==> config.mk <==
export PLATFORM = sky130hd
export DESIGN_NAME = bldc_gate_ctrl
export DESIGN_NICKNAME = d
export VERILOG_FILES = /design/src/rtl/bgc_pkg.sv /design/src/rtl/bgc_cfg_reg.sv /design/src/rtl/bgc_fb_sync.sv /design/src/rtl/bgc_commutate.sv /design/src/rtl/bgc_out_mux.sv /design/src/rtl/bldc_gate_ctrl.sv
export SDC_FILE = /design/constraint.sdc
export NUM_CORES = 1
export LEC_CHECK = 0
export ABC_CLOCK_PERIOD_IN_PS = 1450
export BUFFER_PORTS_ARGS = -buffer_cell sky130_fd_sc_hd__buf_4
export CORE_UTILIZATION = 48
export CTS_BUF_LIST = sky130_fd_sc_hd__clkbuf_4 sky130_fd_sc_hd__clkbuf_8
export CTS_CLUSTER_DIAMETER = 50
export DETAILED_ROUTE_END_ITERATION = 16
export PLACE_DENSITY = 0.8
export RECOVER_POWER = 50
export SETUP_SLACK_MARGIN = 0.1
export SLEW_MARGIN = 30
export SYNTH_ARGS = -nofsm -noshare
export SYNTH_HDL_FRONTEND = slang
export SYNTH_HIERARCHICAL = 1
export SYNTH_SLANG_ARGS = --single-unit
==> constraint.sdc <==
create_clock -name clk -period 1.45 [get_ports clk]
set_clock_uncertainty 0.05 [all_clocks]
set_input_delay 0.2175 -clock clk [delete_from_list [all_inputs] [get_ports clk]]
set_output_delay 0.2175 -clock clk [all_outputs]
set_load 0.005 [all_outputs]
==> src/rtl/bgc_pkg.sv <==
package bgc_pkg;

    localparam int NPH   = 3;
    localparam int CFG_W = 8;

    localparam int BIT_NEG_MODE = 7;
    localparam int BIT_POS_MODE = 6;
    localparam int BIT_SRC_SW   = 3;

    localparam logic [CFG_W-1:0] CFG_MASK = 8'hCF;

    typedef logic [NPH-1:0] phase_t;

    typedef struct packed {
        phase_t pos;
        phase_t neg;
    } gate_en_t;

    function automatic gate_en_t commutate(input phase_t ph);
        gate_en_t r;
        r = '{pos: 3'b000, neg: 3'b000};
        case (ph)
            3'b101: r = '{pos: 3'b001, neg: 3'b010};
            3'b100: r = '{pos: 3'b001, neg: 3'b100};
            3'b110: r = '{pos: 3'b010, neg: 3'b100};
            3'b010: r = '{pos: 3'b010, neg: 3'b001};
            3'b011: r = '{pos: 3'b100, neg: 3'b001};
            3'b001: r = '{pos: 3'b100, neg: 3'b010};
            default: r = '{pos: 3'b000, neg: 3'b000};
        endcase
        return r;
    endfunction

endpackage

==> src/rtl/bgc_cfg_reg.sv <==
module bgc_cfg_reg
    import bgc_pkg::*;
(
    input  logic             clk,
    input  logic             rst_n,
    input  logic             we,
    input  logic [CFG_W-1:0] wdata,
    output logic [CFG_W-1:0] rdata,
    output logic             pos_pwm,
    output logic             neg_pwm,
    output logic             src_sw,
    output phase_t           sw_phase
);

    typedef struct packed {
        logic [CFG_W-1:0] cfg;
    } cfg_state_t;

    cfg_state_t st_d, st_q;

    always_comb begin
        st_d = st_q;
        if (we) begin
            st_d.cfg = wdata & CFG_MASK;
        end
    end

    always_ff @(posedge clk) begin
        if (!rst_n) begin
            st_q <= '0;
        end else begin
            st_q <= st_d;
        end
    end

    assign rdata    = st_q.cfg;
    assign pos_pwm  = st_q.cfg[BIT_POS_MODE];
    assign neg_pwm  = st_q.cfg[BIT_NEG_MODE];
    assign src_sw   = st_q.cfg[BIT_SRC_SW];
    assign sw_phase = st_q.cfg[NPH-1:0];

endmodule

==> src/rtl/bgc_fb_sync.sv <==
module bgc_fb_sync
    import bgc_pkg::*;
#(
    parameter int STAGES = 2
) (
    input  logic   clk,
    input  logic   rst_n,
    input  phase_t fb_async,
    output phase_t fb_sync
);

    typedef struct packed {
        logic [STAGES-1:0][NPH-1:0] chain;
    } sync_state_t;

    sync_state_t st_d, st_q;

    always_comb begin
        st_d = st_q;
        st_d.chain[0] = fb_async;
        for (int i = 1; i < STAGES; i++) begin
            st_d.chain[i] = st_q.chain[i-1];
        end
    end

    always_ff @(posedge clk) begin
        if (!rst_n) begin
            st_q <= '0;
        end else begin
            st_q <= st_d;
        end
    end

    assign fb_sync = st_q.chain[STAGES-1];

endmodule

==> src/rtl/bgc_commutate.sv <==
module bgc_commutate
    import bgc_pkg::*;
(
    input  logic   clk,
    input  logic   rst_n,
    input  phase_t phase,
    output phase_t en_pos,
    output phase_t en_neg
);

    typedef struct packed {
        gate_en_t en;
    } comm_state_t;

    comm_state_t st_d, st_q;

    always_comb begin
        st_d    = st_q;
        st_d.en = commutate(phase);
    end

    always_ff @(posedge clk) begin
        if (!rst_n) begin
            st_q <= '0;
        end else begin
            st_q <= st_d;
        end
    end

    assign en_pos = st_q.en.pos;
    assign en_neg = st_q.en.neg;

endmodule

==> src/rtl/bgc_out_mux.sv <==
module bgc_out_mux
    import bgc_pkg::*;
(
    input  phase_t en,
    input  logic   pwm_mode,
    input  logic   pwm,
    output phase_t gate
);

    for (genvar g = 0; g < NPH; g++) begin : g_pin
        always_comb begin
            if (!en[g]) begin
                gate[g] = 1'b0;
            end else if (pwm_mode) begin
                gate[g] = pwm;
            end else begin
                gate[g] = 1'b1;
            end
        end
    end

endmodule

==> src/rtl/bldc_gate_ctrl.sv <==
module bldc_gate_ctrl
    import bgc_pkg::*;
#(
    parameter int SYNC_STAGES = 2
) (
    input  logic       clk,
    input  logic       rst_n,
    input  logic       cfg_we,
    input  logic [7:0] cfg_wdata,
    output logic [7:0] cfg_rdata,
    input  logic [2:0] fb_in,
    input  logic       pwm_pos,
    input  logic       pwm_neg,
    output logic [2:0] gate_pos,
    output logic [2:0] gate_neg
);

    logic   pos_pwm, neg_pwm, src_sw;
    phase_t sw_phase, fb_sync, phase_sel, en_pos, en_neg;

    bgc_cfg_reg u_cfg (
        .clk      (clk),
        .rst_n    (rst_n),
        .we       (cfg_we),
        .wdata    (cfg_wdata),
        .rdata    (cfg_rdata),
        .pos_pwm  (pos_pwm),
        .neg_pwm  (neg_pwm),
        .src_sw   (src_sw),
        .sw_phase (sw_phase)
    );

    bgc_fb_sync #(.STAGES(SYNC_STAGES)) u_sync (
        .clk      (clk),
        .rst_n    (rst_n),
        .fb_async (fb_in),
        .fb_sync  (fb_sync)
    );

    assign phase_sel = src_sw ? sw_phase : fb_sync;

    bgc_commutate u_comm (
        .clk    (clk),
        .rst_n  (rst_n),
        .phase  (phase_sel),
        .en_pos (en_pos),
        .en_neg (en_neg)
    );

    bgc_out_mux u_mux_pos (
        .en       (en_pos),
        .pwm_mode (pos_pwm),
        .pwm      (pwm_pos),
        .gate     (gate_pos)
    );

    bgc_out_mux u_mux_neg (
        .en       (en_neg),
        .pwm_mode (neg_pwm),
        .pwm      (pwm_neg),
        .gate     (gate_neg)
    );

endmodule

==> results.py <==
metrics = {
    "detailed_routing": {
        "dr_wl_met3_um": 97,
        "drc": 0,
        "wl_um": 960,
        "detail-route-antenna-nets": 0,
        "highest-signal-layer": "met3",
        "routed-via-count": 450,
        "routed-wl-met2_um": 495,
        "wire_per_inst_um": 9.80,
        "drt_iter0_markers": 4,
        "firstDrtPassIters": 2,
        "drt-vias-per-instance": 4.59,
        "drt-met1-wl_um": 367,
    },
    "global_route": {
        "grt_pass1_wl_mm": 1.39,
        "grt_start_max_net_pins": 19,
        "antenna_found_initial": 0,
        "grt_use_total_pct": 13.2,
        "grt_pass1_vias": 362,
        "grt_overflow": 0,
    },
    "synth": {
        "ys_warn_count": 6,
        "yosys.area.top_type": "dfxtp_1",
        "netlist_area_um2": 727,
        "yosysMostFrequentCell": "dfxtp_1",
        "synth.avg_cell_area_um2": 11.5,
        "synthArstFlopShare_pct": 0,
        "synth_common_cells": "dfxtp_1 (18), and2_1 (10), buf_4 (8)",
        "ys_types": 11,
        "synthTopCellsByArea": "dfxtp_1 (50%), and2_1 (8.6%), mux2i_1 (8.3%), buf_4 (8.3%), and3b_1 (7.2%)",
        "synth_edf_count": 0,
        "yosysSeqAreaShare_pct": 49.6,
        "ys.flop_type": "dfxtp_1",
        "synth-seq-cells": 18,
        "synthCells": 63,
        "synth_top_cell_area_share_pct": 49.6,
    },
    "floorplanning": {
        "initial_core_util_pct": 53.8,
        "ios": 30,
        "die_w_um": 40.9,
        "row_count": 13,
        "die_area_um2": 1670,
        "dieHeight_um": 40.9,
        "coreArea_um2": 1350,
    },
    "cells_and_area": {
        "regArea_um2": 360,
        "layout-drive-gt1-share_pct": 41.0,
        "antennaDiodeCount": 0,
        "multiInputGateArea_um2": 299,
        "nFillCells": 119,
        "nets": 101,
        "syn_to_final_growth_pct": 21.7,
        "stdcell_count": 98,
    },
    "power": {
        "power.leakage_nw": 0.440,
        "switching_share_pct": 20.1,
        "power.net_switching_mw": 0.172,
        "peakVddDrop_mv": 0.510,
        "power.internal_mw": 0.684,
        "combPwrFrac_pct": 12.2,
        "seqPwrFrac_pct": 61.9,
        "pwr-share-clk_pct": 25.9,
        "power_density_nw_per_um2": 968,
    },
    "sta": {
        "grt_setup_unrepaired": "no",
        "min_period_ns": 1.29,
        "post-route-period-util_pct": 89.0,
        "final.setup.tns_ns": 0,
        "slew_headroom_pct": 65.7,
        "fmax_mhz": 775,
        "finalSetupViolCount": 0,
        "timing.hold.ws_ns": 0.0867,
        "hold_violations": 0,
        "slew_violations": 0,
        "tightest_slew_ns": 0.515,
    },
    "worst_setup_path": {
        "path_max_fanout": 3,
        "arrival_ns": 1.02,
        "endpoint_kind": "primary output",
        "crit_slowest_cell": "dfxtp_1",
        "max_stage_delay_ns": 0.40,
        "crit_required_ns": 1.18,
        "critPathLaunchType": "flip-flop",
        "cp_cell_sequence": "nand2b_4 -> and2_1 -> buf_4",
        "path_class": "reg -> out",
    },
    "clock_tree": {
        "htreeDepth": 1,
        "cts.clk_slew.worst_paths_ns": 0.09,
        "cts.sinks": 18,
        "clockBufferDepth": 2,
        "clock_latency_ns": 0.27,
        "cts_resized": 0,
        "cts_buffers": 3,
        "cts_root_buf": "clkbuf_4",
        "cts_tree": "done",
        "cts_hold_buf": 0,
        "cts_setup_buffers": 0,
    },
    "worst_hold_path": {
        "worstHoldPathType": "in -> reg",
    },
    "run_status": {
        "status": "finished, final reports clean",
    },
    "place": {
        "io_buffers": 25,
        "gp_congestion": 0.691,
        "dp_cells": 95,
        "place_hpwl_um": 749,
    },
    "run": {
        "max-cap-violations": 0,
    },
}
## metrics by stage
stage	instance area, µm²	total power [mW]	utilization (%)	setup WS [ns]
floorplan	731	0.608	-	0.388
global placement	866	0.646	64.1	0.328
detailed placement	866	0.650	64.1	0.314
CTS	888	0.876	65.8	0.133
global route	885	0.908	65.5	0.0874
finish	885	0.856	65.5	0.159
## registers in the layout (all words and copies together), names as in the netlist
name / cells
u_comm/en_neg: 3
u_comm/en_pos: 3
u_sync/fb_sync: 3
u_sync/st_d: 3
u_cfg/rdata: 6
## layout by cell type, fill, tap and decap left out, drive strengths merged
master,instances
nand2b,2
buf,22
mux2i,6
clkbuf,6
mux2,3
and2,12
dfxtp,18
conb,2
nor2b,6
and3b,6
## area by class of cell
| cell class | instances | share of cell area, % |
|---|---|---|
| sequential | 18 | 40.7 |
| multi-input combinational | 37 | 33.8 |
| timing repair buffer | 25 | 20.8 |
| tap | 15 | 2.12 |
| clock buffer | 3 | 2.55 |
## power by group through the flow
stage / combinational (mW) / sequential, mW / clock (mW)
after CTS: 0.108 / 0.531 / 0.237
after global placement: 0.105 / 0.541 / 0
after global routing: 0.115 / 0.533 / 0.260
after detailed placement: 0.108 / 0.542 / 0
final: 0.105 / 0.530 / 0.221
after floorplan: 0.0684 / 0.540 / 0
## logic make-up after synthesis
family / count (synthesis) / share of synthesized area [%]
AND/OR/NAND/NOR: 26 / 27.2
flip-flops: 18 / 49.6
multiplexers: 9 / 12.9
buffers and inverters: 9 / 9.81
other: 1 / 0.516
## worst max-delay path: cells and delay by family (launching register included)
family / cells / cell delay, ns
and+or+nand+nor: 2 / 0.22
buffers and inverters: 1 / 0.13
DFF: 1 / 0.40
## routing by layer
| metal | global-route usage, % | vias to the layer above |
|---|---|---|
| li1 | - | 238 |
| met1 | 13.2 | 190 |
| met2 | 23.0 | 22 |
| met3 | 4.89 | 0 |
| met4 | 7.50 | 0 |
| met5 | 0 | - |
## worst paths after layout
kind / startpoint / endpoint / slack, ns / cells past startpoint
worst max-delay path: u_cfg/rdata[6] / gate_pos[1] / 0.16 / 3
worst min-delay path: fb_in[1] / u_sync/st_d[4] / 0.09 / 2
worst max register to register: u_cfg/rdata[3] / u_comm/en_neg[0] / 0.31 / 2
worst min register to register: u_sync/st_d[4] / u_sync/fb_sync[1] / 0.39 / 1
Note: power is estimated with default switching activity, not from simulation.
